## config.mk

```make
export PLATFORM = sky130hd
export DESIGN_NAME = reload_timer
export DESIGN_NICKNAME = d
export VERILOG_FILES = /design/src/rtl/rt_pkg.sv /design/src/rtl/rt_tick_gen.sv /design/src/rtl/rt_counter.sv /design/src/rtl/reload_timer.sv
export SDC_FILE = /design/constraint.sdc
export NUM_CORES = 1
export LEC_CHECK = 0
export BUFFER_PORTS_ARGS = -buffer_cell sky130_fd_sc_hd__clkbuf_2
export CORE_MARGIN = 2
export CORE_UTILIZATION = 30
export CTS_CLUSTER_DIAMETER = 60
export DETAILED_ROUTE_END_ITERATION = 10
export PLACE_DENSITY = 0.44
export SYNTH_ARGS = -nofsm -noshare
export SYNTH_HDL_FRONTEND = slang
export SYNTH_SLANG_ARGS = --single-unit
```

## constraint.sdc

```tcl
create_clock -name clk_i -period 2.3 [get_ports clk_i]
set_clock_uncertainty 0.05 [all_clocks]
set_input_delay 0.46 -clock clk_i [delete_from_list [all_inputs] [get_ports clk_i]]
set_output_delay 0.46 -clock clk_i [all_outputs]
set_load 0.03 [all_outputs]
```

## src/rtl/rt_pkg.sv

```systemverilog
package rt_pkg;
  localparam int ADDR_W = 3;
  localparam int BYTE_W = 8;

  localparam logic [ADDR_W-1:0] A_CTRL   = 3'd0;
  localparam logic [ADDR_W-1:0] A_CNT_LO = 3'd1;
  localparam logic [ADDR_W-1:0] A_CNT_HI = 3'd2;
  localparam logic [ADDR_W-1:0] A_RLD_LO = 3'd3;
  localparam logic [ADDR_W-1:0] A_RLD_HI = 3'd4;

  typedef enum logic [1:0] {
    SRC_SYS   = 2'd0,
    SRC_DIV12 = 2'd1,
    SRC_EXT8  = 2'd2,
    SRC_OFF   = 2'd3
  } src_e;

  typedef struct packed {
    logic flag_hi;
    logic flag_lo;
    logic ie_lo;
    logic ie_hi;
    src_e src;
    logic split;
    logic run;
  } ctrl_t;
endpackage

```

## src/rtl/rt_tick_gen.sv

```systemverilog
module rt_tick_gen
  import rt_pkg::*;
#(
  parameter int PRE_DIV     = 12,
  parameter int EXT_DIV     = 8,
  parameter int SYNC_STAGES = 2
) (
  input  logic clk_i,
  input  logic rst_ni,
  input  logic ext_clk_i,
  input  src_e src_i,
  output logic tick_o
);
  localparam int PRE_W = $clog2(PRE_DIV);
  localparam int EXT_W = $clog2(EXT_DIV);

  logic [PRE_W-1:0]       pre_q;
  logic                   pre_tick;
  logic [SYNC_STAGES-1:0] sync_q;
  logic                   ext_prev_q;
  logic                   ext_rise;
  logic [EXT_W-1:0]       ext_cnt_q;
  logic                   ext_tick;

  assign pre_tick = (pre_q == PRE_W'(PRE_DIV - 1));

  always_ff @(posedge clk_i or negedge rst_ni) begin
    if (!rst_ni) pre_q <= '0;
    else if (pre_tick) pre_q <= '0;
    else pre_q <= pre_q + 1'b1;
  end

  always_ff @(posedge clk_i or negedge rst_ni) begin
    if (!rst_ni) begin
      sync_q     <= '0;
      ext_prev_q <= 1'b0;
    end else begin
      sync_q     <= {sync_q[SYNC_STAGES-2:0], ext_clk_i};
      ext_prev_q <= sync_q[SYNC_STAGES-1];
    end
  end

  assign ext_rise = sync_q[SYNC_STAGES-1] & ~ext_prev_q;
  // divided clock is the counter MSB; its rising edge is the enable
  assign ext_tick = ext_rise && (ext_cnt_q == EXT_W'(EXT_DIV/2 - 1));

  always_ff @(posedge clk_i or negedge rst_ni) begin
    if (!rst_ni) ext_cnt_q <= '0;
    else if (ext_rise) ext_cnt_q <= ext_cnt_q + 1'b1;
  end

  always_comb begin
    unique case (src_i)
      SRC_SYS:   tick_o = 1'b1;
      SRC_DIV12: tick_o = pre_tick;
      SRC_EXT8:  tick_o = ext_tick;
      default:   tick_o = 1'b0;
    endcase
  end

  AST_PRE_SPACED: assert property (@(posedge clk_i) disable iff (!rst_ni)
    pre_tick |=> !pre_tick);
  AST_EXT_SPACED: assert property (@(posedge clk_i) disable iff (!rst_ni)
    ext_tick |=> !ext_tick);
  AST_EXT_NEEDS_EDGE: assert property (@(posedge clk_i) disable iff (!rst_ni)
    ext_tick |-> $past(sync_q[SYNC_STAGES-2]));
endmodule

```

## src/rtl/rt_counter.sv

```systemverilog
module rt_counter #(
  parameter int HALF_W = 8
) (
  input  logic                clk_i,
  input  logic                rst_ni,
  input  logic                tick_i,
  input  logic                run_i,
  input  logic                split_i,
  input  logic                wr_lo_i,
  input  logic                wr_hi_i,
  input  logic [HALF_W-1:0]   wdata_i,
  input  logic [2*HALF_W-1:0] rld_i,
  output logic [2*HALF_W-1:0] cnt_o,
  output logic                evt_hi_o,
  output logic                evt_lo_o
);
  localparam int W = 2 * HALF_W;

  logic [W-1:0] cnt_q, cnt_d;
  logic         full_max, lo_max, hi_max;
  logic         step_full, step_lo, step_hi;

  assign full_max  = &cnt_q;
  assign lo_max    = &cnt_q[HALF_W-1:0];
  assign hi_max    = &cnt_q[W-1:HALF_W];
  assign step_full = !split_i && run_i && tick_i && !wr_lo_i && !wr_hi_i;
  assign step_lo   = split_i && tick_i && !wr_lo_i;
  assign step_hi   = split_i && run_i && tick_i && !wr_hi_i;
  assign evt_hi_o  = (step_full && full_max) || (step_hi && hi_max);
  assign evt_lo_o  = step_lo && lo_max;

  always_comb begin
    cnt_d = cnt_q;
    if (step_full) cnt_d = full_max ? rld_i : cnt_q + 1'b1;
    if (step_lo)
      cnt_d[HALF_W-1:0] = lo_max ? rld_i[HALF_W-1:0] : cnt_q[HALF_W-1:0] + 1'b1;
    if (step_hi)
      cnt_d[W-1:HALF_W] = hi_max ? rld_i[W-1:HALF_W] : cnt_q[W-1:HALF_W] + 1'b1;
    if (wr_lo_i) cnt_d[HALF_W-1:0] = wdata_i;
    if (wr_hi_i) cnt_d[W-1:HALF_W] = wdata_i;
  end

  always_ff @(posedge clk_i or negedge rst_ni) begin
    if (!rst_ni) cnt_q <= '0;
    else cnt_q <= cnt_d;
  end

  assign cnt_o = cnt_q;

  AST_FULL_RELOAD: assert property (@(posedge clk_i) disable iff (!rst_ni)
    (step_full && full_max) |=> (cnt_q == $past(rld_i)));
  AST_STOPPED_HOLD: assert property (@(posedge clk_i) disable iff (!rst_ni)
    (!split_i && !run_i && !wr_lo_i && !wr_hi_i) |=> $stable(cnt_q));
  AST_LO_RELOAD: assert property (@(posedge clk_i) disable iff (!rst_ni)
    (split_i && tick_i && lo_max && !wr_lo_i) |=>
      (cnt_q[HALF_W-1:0] == $past(rld_i[HALF_W-1:0])));
  AST_HI_FROZEN: assert property (@(posedge clk_i) disable iff (!rst_ni)
    (split_i && !run_i && !wr_hi_i) |=> $stable(cnt_q[W-1:HALF_W]));
  AST_WR_LO_WINS: assert property (@(posedge clk_i) disable iff (!rst_ni)
    wr_lo_i |=> (cnt_q[HALF_W-1:0] == $past(wdata_i)));
  AST_WR_HI_WINS: assert property (@(posedge clk_i) disable iff (!rst_ni)
    wr_hi_i |=> (cnt_q[W-1:HALF_W] == $past(wdata_i)));
endmodule

```

## src/rtl/reload_timer.sv

```systemverilog
module reload_timer
  import rt_pkg::*;
#(
  parameter int PRE_DIV = 12,
  parameter int EXT_DIV = 8
) (
  input  logic              clk_i,
  input  logic              rst_ni,
  input  logic              ext_clk_i,
  input  logic [ADDR_W-1:0] addr_i,
  input  logic              wr_en_i,
  input  logic [BYTE_W-1:0] wdata_i,
  output logic [BYTE_W-1:0] rdata_o,
  output logic              irq_o,
  output logic              ovf_o,
  output logic              ovf_lo_o
);
  localparam int CNT_W = 2 * BYTE_W;

  ctrl_t            ctrl_q, ctrl_d;
  logic [CNT_W-1:0] rld_q;
  logic [CNT_W-1:0] cnt;
  logic             tick, evt_hi, evt_lo;
  logic             wr_ctrl, wr_cnt_lo, wr_cnt_hi, wr_rld_lo, wr_rld_hi;
  logic             ovf_q, ovf_lo_q;

  assign wr_ctrl   = wr_en_i && (addr_i == A_CTRL);
  assign wr_cnt_lo = wr_en_i && (addr_i == A_CNT_LO);
  assign wr_cnt_hi = wr_en_i && (addr_i == A_CNT_HI);
  assign wr_rld_lo = wr_en_i && (addr_i == A_RLD_LO);
  assign wr_rld_hi = wr_en_i && (addr_i == A_RLD_HI);

  rt_tick_gen #(.PRE_DIV(PRE_DIV), .EXT_DIV(EXT_DIV), .SYNC_STAGES(2)) u_tick (
    .clk_i    (clk_i),
    .rst_ni   (rst_ni),
    .ext_clk_i(ext_clk_i),
    .src_i    (ctrl_q.src),
    .tick_o   (tick)
  );

  rt_counter #(.HALF_W(BYTE_W)) u_cnt (
    .clk_i   (clk_i),
    .rst_ni  (rst_ni),
    .tick_i  (tick),
    .run_i   (ctrl_q.run),
    .split_i (ctrl_q.split),
    .wr_lo_i (wr_cnt_lo),
    .wr_hi_i (wr_cnt_hi),
    .wdata_i (wdata_i),
    .rld_i   (rld_q),
    .cnt_o   (cnt),
    .evt_hi_o(evt_hi),
    .evt_lo_o(evt_lo)
  );

  // hardware flag set takes precedence over a software clear
  always_comb begin
    ctrl_d = ctrl_q;
    if (wr_ctrl) ctrl_d = ctrl_t'(wdata_i);
    if (evt_hi)  ctrl_d.flag_hi = 1'b1;
    if (evt_lo)  ctrl_d.flag_lo = 1'b1;
  end

  always_ff @(posedge clk_i or negedge rst_ni) begin
    if (!rst_ni) begin
      ctrl_q   <= '0;
      rld_q    <= '0;
      ovf_q    <= 1'b0;
      ovf_lo_q <= 1'b0;
    end else begin
      ctrl_q   <= ctrl_d;
      ovf_q    <= evt_hi;
      ovf_lo_q <= evt_lo;
      if (wr_rld_lo) rld_q[BYTE_W-1:0]     <= wdata_i;
      if (wr_rld_hi) rld_q[CNT_W-1:BYTE_W] <= wdata_i;
    end
  end

  always_comb begin
    unique case (addr_i)
      A_CTRL:   rdata_o = ctrl_q;
      A_CNT_LO: rdata_o = cnt[BYTE_W-1:0];
      A_CNT_HI: rdata_o = cnt[CNT_W-1:BYTE_W];
      A_RLD_LO: rdata_o = rld_q[BYTE_W-1:0];
      A_RLD_HI: rdata_o = rld_q[CNT_W-1:BYTE_W];
      default:  rdata_o = '0;
    endcase
  end

  assign irq_o    = (ctrl_q.flag_hi & ctrl_q.ie_hi) | (ctrl_q.flag_lo & ctrl_q.ie_lo);
  assign ovf_o    = ovf_q;
  assign ovf_lo_o = ovf_lo_q;

  AST_FLAG_HI_SET: assert property (@(posedge clk_i) disable iff (!rst_ni)
    ovf_o |-> ctrl_q.flag_hi);
  AST_FLAG_LO_SET: assert property (@(posedge clk_i) disable iff (!rst_ni)
    ovf_lo_o |-> ctrl_q.flag_lo);
  AST_LO_PULSE_SPLIT: assert property (@(posedge clk_i) disable iff (!rst_ni)
    ovf_lo_o |-> $past(ctrl_q.split));
  AST_UNMAPPED_IGNORED: assert property (@(posedge clk_i) disable iff (!rst_ni)
    (wr_en_i && addr_i > A_RLD_HI) |=> $stable(rld_q));
endmodule

```

======== Word-level counts from Yosys, hierarchy flattened ========
Index checks and enable logic that the tools add are counted.
word-level totals
  flip-flop bits (word level) ............. 52
  bits in latches ......................... 0
  RAM bits ................................ 0
  memory bits (read-only) ................. 0
  bits of input ports ..................... 15
  output and inout bits ................... 11
  logic and storage cells ................. 80
  memories kept ........................... 0
operators by class
  add/sub/neg operators ................... 5
  multipliers ............................. 0
  div/mod/pow operators ................... 0
  magnitude comparators ................... 0
  equality and inequality tests ........... 8
  shifts and indexed selects .............. 0
  muxes and demuxes ....................... 14
  bitwise logic cells ..................... 5
  reductions and logical operators ........ 31
operator list
  cell                                            count
  two-way mux 8 bit                               7
  one-hot mux 8 bit (5 select lines)              1
  two-way mux 16 bit                              2
  logical AND 1 bit                               18
  adder 16 x 1 -> 16 bit (second input constant)  1
  adder 8 x 1 -> 8 bit (second input constant)    2
  AND reduction 16 bit                            1
  AND reduction 8 bit                             2
  == test 3 x 2 -> 1 bit (second input constant)  3
  nonzero test 3 bit                              2
  adder 4 x 1 -> 4 bit (second input constant)    1
  == test 4 bit (second input constant)           1
  two-way mux 4 bit                               1
  nonzero test 2 bit                              2
  adder 3 x 1 -> 3 bit (second input constant)    1
  AND 1 bit                                       3
  == test 3 x 1 -> 1 bit (second input constant)  1
  == test 3 bit (second input constant)           1
  logical NOT 1 bit                               3
  logical NOT 3 bit                               1
  one-hot mux 1 bit (3 select lines)              1
  == test 2 x 1 -> 1 bit (second input constant)  1
  == test 2 bit (second input constant)           1
  logical NOT 2 bit                               1
  other kinds (4)                                 5

======== Logic depth before layout (Yosys ltp) ========
Gate-level depths: netlist of run 1.
  depth after elaboration ................. 10
  depth in mapped cells ................... 9
  depth with buffers taken out ............ 8

======== Hierarchy ========
A second synthesis of run 1 with hierarchy kept.
second synthesis, totals
  cells, all modules ...................... 329
  area total of the unflattened synthesis .. 3316.9 um2
modules (own cells, without submodules)
  module        times used  cells each  area an instance (um2)  seq. area each (um2)
  rt_counter    1           196         1567.8                  400.4
  reload_timer  1           103         1330.0                  650.6
  rt_tick_gen   1           30          419.2                   250.2

======== Worst setup path after synthesis of run 1 ========
OpenSTA, ideal clock, no wires.
  path kind ............................... in2out
  from .................................... in addr_i[1]
  to ...................................... out rdata_o[4]
  arrival time ............................ 1.761 ns
  required time ........................... 1.790 ns
  path slack .............................. 0.029 ns
  stages on the path ...................... 4
  path buffers ............................ 2
  cells stage by stage .................... buf_1 -> clkbuf_1 -> mux2i_1 -> o22ai_1
between the ends
  cells in the longest elaborated chain, start to end .. 2
  elaborated cells between the ends (all ways) .. 6
  those cells by class .................... eq/ne: 4; mux: 1; reduce/logical: 1
ends and longest elaborated chain
  item                                         line                RTL
  start, declared                              reload_timer.sv:10  input logic [ADDR_W-1:0] addr_i,
  == test 3 bit, or another cell as far along  reload_timer.sv:80  unique case (addr_i)
  one-hot mux 8 bit (5 select lines) (*)       reload_timer.sv:80
  end, declared                                reload_timer.sv:13  output logic [BYTE_W-1:0] rdata_o,
Every way passes the cells marked *; elsewhere a longest branch is shown, timed or not.

======== Worst setup path in the final report of run 1 ========
  from .................................... reg u_tick.ext_cnt_q[0]
  to ...................................... reg u_cnt.cnt_q[13], in the netlist u_cnt.cnt_o[13]
between the ends
  cells in the longest elaborated chain, start to end .. 7
  elaborated cells between the ends (all ways) .. 11
  those cells by class .................... eq/ne: 1; mux: 3; reduce/logical: 7
ends and longest elaborated chain
  item                                                            line                                RTL
  start, declared                                                 rt_tick_gen.sv:22                   logic [EXT_W-1:0] ext_cnt_q;
  start signal, assigned                                          rt_tick_gen.sv:49                   else if (ext_rise) ext_cnt_q <= ext_cnt_q + 1'b1;
  == test 3 x 2 -> 1 bit (*)                                      rt_tick_gen.sv:45                   assign ext_tick = ext_rise && (ext_cnt_q == EXT_W'(EXT_DIV/2 - 1));
  logical AND 1 bit (*)                                           rt_tick_gen.sv:45
  one-hot mux 1 bit (3 select lines) (*)                          rt_tick_gen.sv:53                   unique case (src_i)
  logical AND 1 bit (on tied branches) (2 in a row)               rt_counter.sv:28, rt_counter.sv:26
  two-way mux 8 bit / logical AND 1 bit (equally long branches)   rt_counter.sv:37, rt_counter.sv:26
  two-way mux 8 bit / nonzero test 3 bit (equally long branches)  n/a
  end signal, assigned                                            rt_counter.sv:45                    else cnt_q <= cnt_d;
  end, declared                                                   rt_counter.sv:19                    logic [W-1:0] cnt_q, cnt_d;
Marked as above.
A chain may end at the register's enable or synchronous reset.

==> out/qor.txt, run 1 <==
clk_lat worst skew -> 0.31 ns
Die Area -> 11400 µm²
worst hold-check path type -> input pin to asynchronous set/reset pin
Setup crit start kind -> flip-flop
filler instances -> 1068
Worst-Margin Slew -> 0.483 ns
count leader, synth -> dfrtp_1
Distinct cells, synth -> 60
Syn Inst Count -> 317
critical path startpoint -> u_tick.ext_cnt_q[0]$_DFFE_PN0N_
WP buf/inv -> 0
Ports -> 26
Routed Antenna Nets -> 0
CP arrival -> 2.33 ns
grt ovf -> 0
Residual DRC -> 0
Total Wirelength -> 8930 µm
pwr/cell area -> 934 nW/µm²
slowest cell delay on critical path -> 0.44 ns
Met3 Wirelength -> 419 µm
Mapped Area -> 3170 µm²
Final nets -> 380
IO buf count -> 25
Worst path slowest cell -> a221oi_4
via count -> 2576
highest metal used -> met4
synth top area cells -> dfrtp_1 41%, mux2_2 8.5%, mux2i_1 5.7%, a21oi_1 3.6%, nand2_1 3.3%
antenna violations before repair -> 0
Clock Tree Buf Depth -> 2
Routed WL per cell -> 18.0 µm
Pre-antenna DRT Iters -> 5
Top delay family on crit path -> compound AO/OA/AOI/OAI gates
# diodes -> 0
via-per-instance ratio -> 5.20
Iter 0 DRT Violations -> 127
Reg clk slew, reported paths -> 0.10 ns
met2 WL -> 4130 µm
RSZ-0062 raised after global routing -> yes
ys async rst share -> 100%
Max Clk Rate -> 458 MHz
fin worst setup slack -> 0.118 ns
Setup CP Type -> flip-flop to flip-flop
hpwl dp -> 6880 µm
Slew headroom -> 67.7%
Hold Buf Count CTS -> 0
post-placement cell area -> 3580 µm²
Root Driver -> clkbuf_8
Data required, critical path -> 2.45 ns
CP cell instances -> ha_1, ha_1, nand4bb_4, a221oi_4, nand2_2, o31a_1, o21ai_1, a21oi_1
final hold violation count -> 0
Design Area, Final -> 3690 µm²
max-slew violation count -> 0
die span in x -> 107 µm
post-synthesis area per instance -> 10.0 µm²
Fin Setup TNS -> 0 ns
largest net degree at the start of global routing -> 20
outcome -> finished, final reports clean
Synth top cells by count -> 52 x dfrtp_1, 28 x nand2_1, 25 x nor2_1, 24 x mux2_2, 23 x a21oi_1
WP depth -> 8
TritonCTS buffer count -> 5
R2R cell count -> 8
Syn-to-layout area delta -> 16.5%
layout cells sized above 1 -> 27.6%
clk sinks -> 52
Initial Util -> 30.8%
die extent in y -> 107 µm
YS warnings -> 0
critical path peak fanout -> 9
CP most frequent cell -> ha_1
Final setup viols -> 0
CTS tree -> built
Core Footprint -> 10300 µm²
number of enable flip-flop cells after synthesis -> 0
setup slack at placement -> 0.0988 ns
Total GRT Usage -> 16.5%
worst hold slack -> 0.0302 ns
FF-to-FF Start -> u_tick.ext_cnt_q[0]$_DFFE_PN0N_
Period Utilization, post-route -> 94.9%
Syn Nets -> 337
area leader, netlist -> dfrtp_1
Final Wtd Congestion -> 0.859
Max IR drop VDD -> 0.451 mV
Placement Rows -> 37
H-tree Lvls -> 2
top-area cell type share of the netlist area -> 41.0%
Yosys reg bits -> 52
Post-Route M1 WL -> 4320 µm
Seq/Total Area, Yosys -> 41.0%
Final min period -> 2.18 ns
PnR Total Power -> 3.45 mW
most used flip-flop cell after synthesis -> dfrtp_1
global-route wire length before repair -> 14500 µm
P_leak -> 1.61 nW
vias in the first global route -> 2499
crit end category -> flip-flop
max-cap violations -> 0
==> registers in the layout, indices dropped and copies added (netlist names) <==
name and flops:
ovf_lo_o 1, ovf_o 1, u_tick.pre_q 4, u_tick.ext_prev_q 1, u_cnt.cnt_o 16, ctrl_q 8
rld_q 16, u_tick.ext_cnt_q 3, u_tick.sync_q 2
==> worst paths after layout <==
path | end | slack [ns]
worst max-delay path | u_cnt.cnt_o[13]$_DFFE_PN0P_ | 0.12
max in group asynchronous | u_cnt.cnt_o[9]$_DFFE_PN0P_ | 1.54
worst min register to register | u_tick.sync_q[1]$_DFF_PN0_ | 0.31
min in group clk_i | u_tick.sync_q[0]$_DFF_PN0_ | 0.21
worst min-delay path | u_tick.pre_q[3]$_DFF_PN0_ | 0.03
worst max register to register | u_cnt.cnt_o[13]$_DFFE_PN0P_ | 0.12
==> per-stage QoR <==
step / utilization (%) / std cells
floorplan: - / 317
global placement: 34.9 / 488
detailed placement: 34.9 / 488
CTS: 35.8 / 494
global route: 36.0 / 495
finish: 36.0 / 495
==> repair_timing <==
action,in CTS,in global routing
gates resized for setup,0,2
setup buffers,0,1
setup endpoints to repair,0,7
==> report_power, final <==
part | total (mW) | switching, mW | internal, mW
clock network | 0.618 | 0.304 | 0.313
logic | 1.36 | 0.732 | 0.632
registers | 1.47 | 0.312 | 1.16
==> area by class of cell <==
class	count	area [µm²]	share of cell area (%)
flip-flops and latches	52	1300	35.2
well taps	136	170	4.61
clock buffers	5	68.8	1.86
clock inverters	1	30.0	0.813
repair buffers	51	320	8.67
multi-input cells	244	1780	48.2
inverters	6	22.5	0.610
==> routing by layer <==
layer,vias to the layer above,global-route usage [%]
li1,1252,-
met1,1259,24.1
met2,58,26.0
met3,7,2.86
met4,0,3.06
met5,-,0
==> layout by cell type, fill, tap and decap left out, types with 3 or more instances in the layout <==
cell	instances
a31oi_1	4
dfrtp_1	52
o21ai_1	4
nand2_1	27
ha_1	5
xnor2_1	9
o21ai_0	8
inv_1	6
nor2_1	25
a21oi_1	23
clkbuf_8	5
nor4_1	3
nand4_1	4
nor3_1	7
mux2_2	24
a211oi_1	3
and3_1	4
nor2b_1	6
nand2b_1	3
clkbuf_2	25
buf_4	26
mux2i_1	18
nand3_1	10
o211ai_1	3
o22ai_1	9
o31ai_1	4
==> logic make-up (layout without fill, tap and decap cells) <==
logic type                 count (synthesis)  count (layout)  synth area share [%]
buffers and inverters                     21              63                  2.88
AOI/OAI and AO/OA                         78              78                  16.9
xor gates and xnor gates                  11              11                  3.04
DFF                                       52              52                  41.0
and+or+nand+nor                          107             107                  19.3
muxes                                     43              43                  14.9
adders and majority gates                  5               5                  1.97
Note: power is estimated with default switching activity, not from simulation.
==> run 2, diff against run 1 <==
--- a/config.mk
+++ b/config.mk
@@ -10,7 +10,8 @@
 export CORE_UTILIZATION = 30
 export CTS_CLUSTER_DIAMETER = 60
 export DETAILED_ROUTE_END_ITERATION = 10
-export PLACE_DENSITY = 0.44
+export PLACE_DENSITY = 0.45
 export SYNTH_ARGS = -nofsm -noshare
 export SYNTH_HDL_FRONTEND = slang
+export SYNTH_HIERARCHICAL = 1
 export SYNTH_SLANG_ARGS = --single-unit
==> constraint.sdc (replaced) <==
create_clock -name clk_i -period 1.9 [get_ports clk_i]
set_clock_uncertainty 0.05 [all_clocks]
set_input_delay 0.38 -clock clk_i [delete_from_list [all_inputs] [get_ports clk_i]]
set_output_delay 0.38 -clock clk_i [all_outputs]
set_load 0.03 [all_outputs]
==> run 2 against run 1 <==
The run now ends with negative hold slack, negative setup slack left. Register-to-register slack got worse by 0.23 ns. Setup slack got worse by 0.23 ns. Sequential cell count did not move. Routed wire length rose by 18%. Die area rose by 4.4%. Total power rose by 32%. Sequential power rose by 9.5%. Critical path type unchanged.
==> out/qor.txt, run 2 <==
die extent in y -> 109 µm (was 107 µm)
Syn-to-layout area delta -> 43.6% (was 16.5%)
CP arrival -> 2.16 ns (was 2.33 ns)
M2 GR Usage -> 32.2% (was 26.0%)
antenna violations before repair -> 0 (unchanged)
RSZ-0062 raised after global routing -> yes (unchanged)
Top delay family on crit path -> compound AO/OA/AOI/OAI gates (unchanged)
Ports -> 26 (unchanged)
Total Wirelength -> 10500 µm (was 8930 µm)
Fin Setup TNS -> -0.887 ns (was 0 ns)
Placement Rows -> 38 (was 37)
CP cell instances -> ha_2, ha_2, nand3b_1, a22oi_2, buf_4, and3_4, o21a_4, a311oi_2, o21ai_1 (was ha_1, ha_1, nand4bb_4, a221oi_4, nand2_2, o31a_1, o21ai_1, a21oi_1)
Seq/Total Area, Yosys -> 39.2% (was 41.0%)
die span in x -> 109 µm (was 107 µm)
H-tree Lvls -> 2 (unchanged)
Yosys reg bits -> 52 (unchanged)
PnR Total Power -> 4.57 mW (was 3.45 mW)
Pre-antenna DRT Iters -> 5 (unchanged)
Max IR drop VDD -> 0.488 mV (was 0.451 mV)
Max Clk Rate -> 497 MHz (was 458 MHz)
clk sinks -> 52 (unchanged)
most used flip-flop cell after synthesis -> dfrtp_1 (unchanged)
Setup CP Type -> flip-flop to flip-flop (unchanged)
outcome -> finished, violations left (was finished, final reports clean)
Initial Util -> 30.7% (was 30.8%)
Design Area, Final -> 4760 µm² (was 3690 µm²)
Synth top cells by count -> 52 x dfrtp_1, 31 x mux2_2, 19 x nand2_1, 17 x a21oi_1, 13 x o21ai_0 (was 52 x dfrtp_1, 28 x nand2_1, 25 x nor2_1, 24 x mux2_2, 23 x a21oi_1)
worst hold-check path type -> input pin to asynchronous set/reset pin (unchanged)
Residual DRC -> 0 (unchanged)
Iter 0 DRT Violations -> 178 (was 127)
Routed Antenna Nets -> 0 (unchanged)
via count -> 3003 (was 2576)
Hold Buf Count CTS -> 0 (unchanged)
global-route wire length before repair -> 17000 µm (was 14500 µm)
layout cells sized above 1 -> 49.2% (was 27.6%)
max-slew violation count -> 0 (unchanged)
WP buf/inv -> 1 (was 0)
slowest cell delay on critical path -> 0.39 ns (was 0.44 ns)
M1 GR Usage -> 25.7% (was 24.1%)
Final setup viols -> 14 (was 0)
crit end category -> flip-flop (unchanged)
Die Area -> 11900 µm² (was 11400 µm²)
Core Footprint -> 10800 µm² (was 10300 µm²)
Reg clk slew, reported paths -> 0.10 ns (about the same)
Total GRT Usage -> 19.0% (was 16.5%)
via-per-instance ratio -> 5.17 (was 5.20)
Final Wtd Congestion -> 0.873 (was 0.859)
Slew headroom -> 74.9% (was 67.7%)
Syn Nets -> 350 (was 337)
clk_lat worst skew -> 0.31 ns (about the same)
critical path startpoint -> u_tick/ext_cnt_q[1]$_DFFE_PN0P_ (was u_tick.ext_cnt_q[0]$_DFFE_PN0N_)
hpwl dp -> 7610 µm (was 6880 µm)
Final min period -> 2.01 ns (was 2.18 ns)
synth top area cells -> dfrtp_1 39%, mux2_2 11%, a21oi_1 2.6%, a32oi_1 2.4%, ha_1 2.3% (was dfrtp_1 41%, mux2_2 8.5%, mux2i_1 5.7%, a21oi_1 3.6%, nand2_1 3.3%)
commonest non-fill, non-tap cells in the layout -> 90 x buf_4, 48 x dfrtp_1, 28 x mux2_2 (was 52 x dfrtp_1, 27 x nand2_1, 26 x buf_4)
Root Driver -> clkbuf_8 (unchanged)
placed cell count -> 546 (was 488)
P_leak -> 1.98 nW (was 1.61 nW)
area leader, netlist -> dfrtp_1 (unchanged)
Setup crit start kind -> flip-flop (unchanged)
Period Utilization, post-route -> 106% (was 94.9%)
Distinct cells, synth -> 73 (was 60)
fin cells -> 581 (was 495)
GRT busiest layer -> met2 (unchanged)
critical path peak fanout -> 8 (was 9)
Mapped Area -> 3320 µm² (was 3170 µm²)
largest net degree at the start of global routing -> 53 (was 20)
Worst-Margin Slew -> 0.376 ns (was 0.483 ns)
IO buf count -> 25 (unchanged)
worst hold slack -> -0.00498 ns (was 0.0302 ns)
YS warnings -> 6 (was 0)
CTS tree -> built (unchanged)
Syn Inst Count -> 329 (was 317)
fin worst setup slack -> -0.111 ns (was 0.118 ns)
vias in the first global route -> 3084 (was 2499)
grt ovf -> 0 (unchanged)
post-synthesis area per instance -> 10.1 µm² (was 10.0 µm²)
pwr/cell area -> 958 nW/µm² (was 934 nW/µm²)
TritonCTS buffer count -> 5 (unchanged)
ys async rst share -> 100% (unchanged)
Clock Tree Buf Depth -> 2 (unchanged)
post-placement cell area -> 4140 µm² (was 3580 µm²)
number of enable flip-flop cells after synthesis -> 0 (unchanged)
Worst path slowest cell -> dfrtp_1 (was a221oi_4)
Final nets -> 461 (was 380)
max-cap violations -> 0 (unchanged)
# diodes -> 0 (unchanged)
Data required, critical path -> 2.05 ns (was 2.45 ns)
top-area cell type share of the netlist area -> 39.2% (was 41.0%)
failing checks -> negative hold slack, negative setup slack
FF-to-FF Start -> u_tick/ext_cnt_q[1]$_DFFE_PN0P_ (was u_tick.ext_cnt_q[0]$_DFFE_PN0N_)
M3 GR Usage -> 2.45% (was 2.86%)
final hold violation count -> 10 (was 0)
commonest non-fill, non-tap cell in the layout -> buf_4 (was dfrtp_1)
Routed WL per cell -> 18.1 µm (was 18.0 µm)
count leader, synth -> dfrtp_1 (unchanged)
CP most frequent cell -> ha_2 (was ha_1)
==> run 2: cell count changes after synthesis, sizes merged, moves of 5 or more <==
cell and change:
nand2 -10, a22oi +8, nor2 -13, xnor2 -7, o22ai -9, a21oi -7, mux2i -14, inv +7
o21ai +13, xor2 +5, a32oi +9, mux2 +7, buf +5
==> run 2: final timing paths <==
| check | end | slack (ns) | depth (start not counted) |
|---|---|---|---|
| min in group clk_i | u_tick/sync_q[0]$_DFF_PN0_ | 0.11 | 1 |
| worst min-delay path | u_tick/ext_cnt_q[2]$_DFFE_PN0P_ | -0.005 | 2 |
| worst max-delay path | u_cnt/cnt_o[7]$_DFFE_PN0P_ | -0.11 | 9 |
| worst max register to register | u_cnt/cnt_o[7]$_DFFE_PN0P_ | -0.11 | 9 |
| max in group asynchronous | u_cnt/cnt_o[12]$_DFFE_PN0P_ | 1.52 | 2 |
| worst min register to register | u_tick/sync_q[1]$_DFF_PN0_ | 0.32 | 0 |
==> run 2: timing repair <==
| action | CTS | global route |
|---|---|---|
| gates resized for setup | 54 | 28 |
| setup endpoints to repair | 24 | 25 |
| buffers inserted | 19 | 10 |
| gates cloned | 1 | 0 |
| pin swaps | 24 | 12 |
==> run 2: power breakdown <==
part,switching (mW),leakage (nW),internal (mW),total (mW)
Clock,0.396,0.0548,0.397,0.793
Sequential,0.246,0.615,1.37,1.61
Combinational,1.03,1.31,1.12,2.16
==> run 2: worst reg2reg max path: stages (launching register included) <==
cell	delay, ns
dfrtp_1	0.39
ha_2	0.18
ha_2	0.16
nand3b_1	0.09
a22oi_2	0.08
buf_4	0.14
and3_4	0.18
o21a_4	0.25
a311oi_2	0.29
o21ai_1	0.09
==> run 2: final cells by class <==
| type | count | area, µm² |
|---|---|---|
| Clock inverter | 3 | 46.3 |
| Multi-Input combinational cell | 245 | 2110 |
| Clock buffer | 5 | 68.8 |
| Inverter | 14 | 65.1 |
| Tap cell | 140 | 175 |
| Timing Repair Buffer | 122 | 997 |
| Fill cell | 1043 | 6030 |
| Sequential cell | 52 | 1310 |
==> run 2: per-layer routing <==
metal / part of all wire [%] / vias to the layer above
li1: - / 1477
met1: 47 / 1466
met2: 49 / 53
met3: 3.4 / 7
met4: 0.99 / 0
met5: 0 / -
==> run 2: logic make-up after synthesis <==
| family | Yosys count | share of synthesized area [%] |
|---|---|---|
| multiplexers | 35 | 11.7 |
| adder cells (fa/ha/maj) | 6 | 2.26 |
| XOR/XNOR | 9 | 2.38 |
| AND/OR/NAND/NOR | 93 | 18.4 |
| AO/OA/AOI/OAI | 102 | 21.1 |
| flip-flops | 52 | 39.2 |
| buffers and inverters | 32 | 4.87 |
==> run 2: metrics by stage <==
stage | setup WS [ns] | utilization (%)
final | -0.111 | 44.1
after global routing | -0.200 | 44.1
after CTS | -0.152 | 42.6
after global placement | -0.198 | 38.3
after floorplan | -0.0534 | -
after detailed placement | -0.206 | 38.3
==> run 3, diff against run 2 <==
--- a/config.mk
+++ b/config.mk
@@ -5,7 +5,10 @@
 export SDC_FILE = /design/constraint.sdc
 export NUM_CORES = 1
 export LEC_CHECK = 0
+export ABC_AREA = 1
 export BUFFER_PORTS_ARGS = -buffer_cell sky130_fd_sc_hd__clkbuf_2
+export CAP_MARGIN = 20
+export CORE_ASPECT_RATIO = 1.4
 export CORE_MARGIN = 2
 export CORE_UTILIZATION = 30
 export CTS_CLUSTER_DIAMETER = 60
==> run 3 against run 2 <==
The flow finishes with violations (negative setup slack). Non-clock buffer count shrank 27. Register-to-register slack about the same. Hold slack gained 0.019 ns. Global-route usage is 1.0 points higher. Die area up 13%. Maximum frequency about the same. Critical endpoint is now u_cnt/cnt_o[10]$_DFFE_PN0P_.
==> out/qor.txt, run 3 <==
outcome -> finished, violations left (unchanged)
failing checks -> negative setup slack (was negative hold slack, negative setup slack)
final hold violation count -> 0 (was 10)
Die Area -> 13500 µm² (was 11900 µm²)
Final min period -> 2.01 ns (about the same)
post-layout util -> 40.3% (was 44.1%)
Placement Rows -> 48 (was 38)
Root Driver -> clkbuf_16 (was clkbuf_8)
Mapped Area -> 3770 µm² (was 3320 µm²)
CTS tree -> built (unchanged)
Iter 0 DRT Violations -> 178 (unchanged)
Max Clk Rate -> 497 MHz (about the same)
Setup CP Type -> flip-flop to flip-flop (unchanged)
pwr/cell area -> 1070 nW/µm² (was 958 nW/µm²)
via count -> 3886 (was 3003)
Syn Inst Count -> 548 (was 329)
# diodes -> 0 (unchanged)
Worst path slowest cell -> dfrtp_1 (unchanged)
commonest non-fill, non-tap cell in the layout -> nand2_1 (was buf_4)
Routed Antenna Nets -> 0 (unchanged)
number of enable flip-flop cells after synthesis -> 0 (unchanged)
filler instances -> 1305 (was 1043)
top-area cell type share of the netlist area -> 34.5% (was 39.2%)
IO buf count -> 25 (unchanged)
clk sinks -> 52 (unchanged)
Total Wirelength -> 13100 µm (was 10500 µm)
Reg clk slew, reported paths -> 0.08 ns (was 0.10 ns)
die extent in y -> 137 µm (was 109 µm)
setup slack at placement -> -0.246 ns (was -0.206 ns)
Distinct cells, synth -> 36 (was 73)
Clk pwr share -> 21.0% (was 17.4%)
Reg power frac -> 33.4% (was 35.4%)
Ports -> 26 (unchanged)
Final nets -> 656 (was 461)
max-slew violation count -> 0 (unchanged)
most used flip-flop cell after synthesis -> dfrtp_1 (unchanged)
global-route wire length before repair -> 20600 µm (was 17000 µm)
fin worst setup slack -> -0.110 ns (was -0.111 ns)
hpwl dp -> 10400 µm (was 7610 µm)
max-cap violations -> 0 (unchanged)
P_leak -> 2.59 nW (was 1.98 nW)
Setup crit start kind -> flip-flop (unchanged)
CP arrival -> 2.16 ns (about the same)
Total GRT Usage -> 20.0% (was 19.0%)
Worst-Margin Slew -> 0.444 ns (was 0.376 ns)
area of the multi-input gates -> 2350 µm² (was 2110 µm²)
Initial Util -> 30.6% (was 30.7%)
slowest cell delay on critical path -> 0.39 ns (about the same)
switching power -> 2.22 mW (was 1.68 mW)
commonest non-fill, non-tap cells in the layout -> 200 x nand2_1, 59 x buf_4, 52 x nand3_1 (was 90 x buf_4, 48 x dfrtp_1, 28 x mux2_2)
Core Footprint -> 12300 µm² (was 10800 µm²)
Syn Nets -> 569 (was 350)
worst hold-check path type -> input pin to asynchronous set/reset pin (unchanged)
worst hold slack -> 0.0145 ns (was -0.00498 ns)
Max IR drop VDD -> 0.548 mV (was 0.488 mV)
Final setup viols -> 13 (was 14)
post-synthesis area per instance -> 6.88 µm² (was 10.1 µm²)
clk_lat worst skew -> 0.30 ns (was 0.31 ns)
Synth top cells by count -> 207 x nand2_1, 57 x nand3_1, 52 x dfrtp_1, 44 x inv_1, 41 x nor2_1 (was 52 x dfrtp_1, 31 x mux2_2, 19 x nand2_1, 17 x a21oi_1, 13 x o21ai_0)
grt ovf -> 0 (unchanged)
Yosys reg bits -> 52 (unchanged)
antenna violations before repair -> 0 (unchanged)
Syn-to-layout area delta -> 31.6% (was 43.6%)
Final Wtd Congestion -> 0.925 (was 0.873)
count leader, synth -> nand2_1 (was dfrtp_1)
Pre-antenna DRT Iters -> 5 (unchanged)
vias in the first global route -> 3820 (was 3084)
via-per-instance ratio -> 4.94 (was 5.17)
Residual DRC -> 0 (unchanged)
ys async rst share -> 100% (unchanged)
area leader, netlist -> dfrtp_1 (unchanged)
YS warnings -> 6 (unchanged)
synth top area cells -> dfrtp_1 35%, nand2_1 21%, nand3_1 7.6%, inv_1 4.4%, nor2_1 4.1% (was dfrtp_1 39%, mux2_2 11%, a21oi_1 2.6%, a32oi_1 2.4%, ha_1 2.3%)
power share of the combinational group -> 45.6% (was 47.3%)
PnR Total Power -> 5.32 mW (was 4.57 mW)
H-tree Lvls -> 2 (unchanged)
Clock Tree Buf Depth -> 2 (unchanged)
die span in x -> 98.7 µm (was 109 µm)
TritonCTS buffer count -> 5 (unchanged)
largest net degree at the start of global routing -> 53 (unchanged)
Data required, critical path -> 2.05 ns (about the same)
Seq/Total Area, Yosys -> 34.5% (was 39.2%)
crit end category -> flip-flop (unchanged)
RSZ-0062 raised after global routing -> yes (unchanged)
CP cell instances -> ha_2, ha_4, inv_2, nor2_2, nand2_2, nand2_4, nand2_2, inv_2, nand2_4, inv_4, nand3_4, clkinv_4, buf_6, o21ai_2, nand3_1, o21bai_1, nand2_1 (was ha_2, ha_2, nand3b_1, a22oi_2, buf_4, and3_4, o21a_4, a311oi_2, o21ai_1)
critical path peak fanout -> 7 (was 8)
sequential cell area -> 1310 µm² (about the same)
Routed WL per cell -> 16.7 µm (was 18.1 µm)
Slew headroom -> 70.3% (was 74.9%)
Period Utilization, post-route -> 106% (about the same)
internal power -> 3.10 mW (was 2.89 mW)
layout cells sized above 1 -> 29.9% (was 49.2%)
switch share -> 41.8% (was 36.7%)
-- run 3: cell count changes after synthesis, sizes merged, moves of 6 or more --
cell   previous run  this run
nand4             5        14
mux2             31         0
a32oi             9         0
nand3             8        63
nor2             14        56
and3              6         0
nand2            19       220
a22oi             9         0
inv              13        51
a21oi            17        24
-- run 3: cell type report --
class | instances | share of cell area [%]
clock buffers | 6 | 2.80
well taps | 150 | 3.79
inverters | 53 | 4.44
multi-input cells | 428 | 47.3
flip-flops and latches | 52 | 26.3
clock inverters | 2 | 0.782
repair buffers | 95 | 14.6
-- run 3: path summary, 6_finish.rpt --
check | from | to | slack [ns] | cells after the start
setup / recovery | u_tick/ext_cnt_q[0]$_DFFE_PN0P_ | u_cnt/cnt_o[10]$_DFFE_PN0P_ | -0.11 | 17
hold / removal | rst_ni | rld_q[12]$_DFFE_PN0P_ | 0.01 | 2
setup reg to reg | u_tick/ext_cnt_q[0]$_DFFE_PN0P_ | u_cnt/cnt_o[10]$_DFFE_PN0P_ | -0.11 | 17
hold reg to reg | u_tick/sync_q[0]$_DFF_PN0_ | u_tick/sync_q[1]$_DFF_PN0_ | 0.31 | 0
max in group asynchronous | rst_ni | u_cnt/cnt_o[1]$_DFFE_PN0P_ | 1.51 | 2
min in group clk_i | ext_clk_i | u_tick/sync_q[0]$_DFF_PN0_ | 0.14 | 1
-- run 3: cell families (layout without fill, tap and decap cells) --
group | count (synthesis) | count (layout) | synth area share, %
fa+ha+maj | 6 | 6 | 1.99
buf+inv | 68 | 156 | 8.30
flops | 52 | 52 | 34.5
xor+xnor | 7 | 7 | 1.63
compound gates | 59 | 59 | 8.43
simple gates | 356 | 356 | 45.1
-- run 3: stage by stage --
step           instances  instance area [µm²]  setup TNS [ns]
2_1_floorplan        548                 3780        -0.00702
3_3_place_gp         765                 4430           -1.90
6_report             786                 4960          -0.470
3_5_place_dp         765                 4430           -2.77
5_1_grt              786                 4960           -2.68
4_1_cts              778                 4740          -0.291
-- run 3: worst max-delay path: cells and delay by family, from the launching register on --
family	cells	cell delay (ns)
simple gates	8	0.55
flops	1	0.39
buf+inv	5	0.37
fa+ha+maj	2	0.36
compound gates	2	0.19
-- run 3: repair_timing --
action,CTS,global route
setup buffers,5,10
pin swaps,16,16
setup endpoints to repair,23,26
gates resized for setup,31,49
hold buffers,0,0
-- run 3: power by group through the flow --
stage	Sequential [mW]	Combinational, mW	Clock [mW]
finish	1.78	2.43	1.12
global route	1.82	2.68	1.17
CTS	1.77	2.24	1.14
detailed placement	1.79	2.07	0
global placement	1.78	2.07	0
floorplan	1.68	1.34	0
-- run 3: metal layers --
| layer | vias up | track usage, % | part of all wire, % |
|---|---|---|---|
| li1 | 1937 | - | - |
| met1 | 1821 | 23.6 | 41 |
| met2 | 101 | 36.4 | 52 |
| met3 | 27 | 1.99 | 2.9 |
| met4 | 0 | 8.98 | 4.2 |
| met5 | - | 0 | 0 |
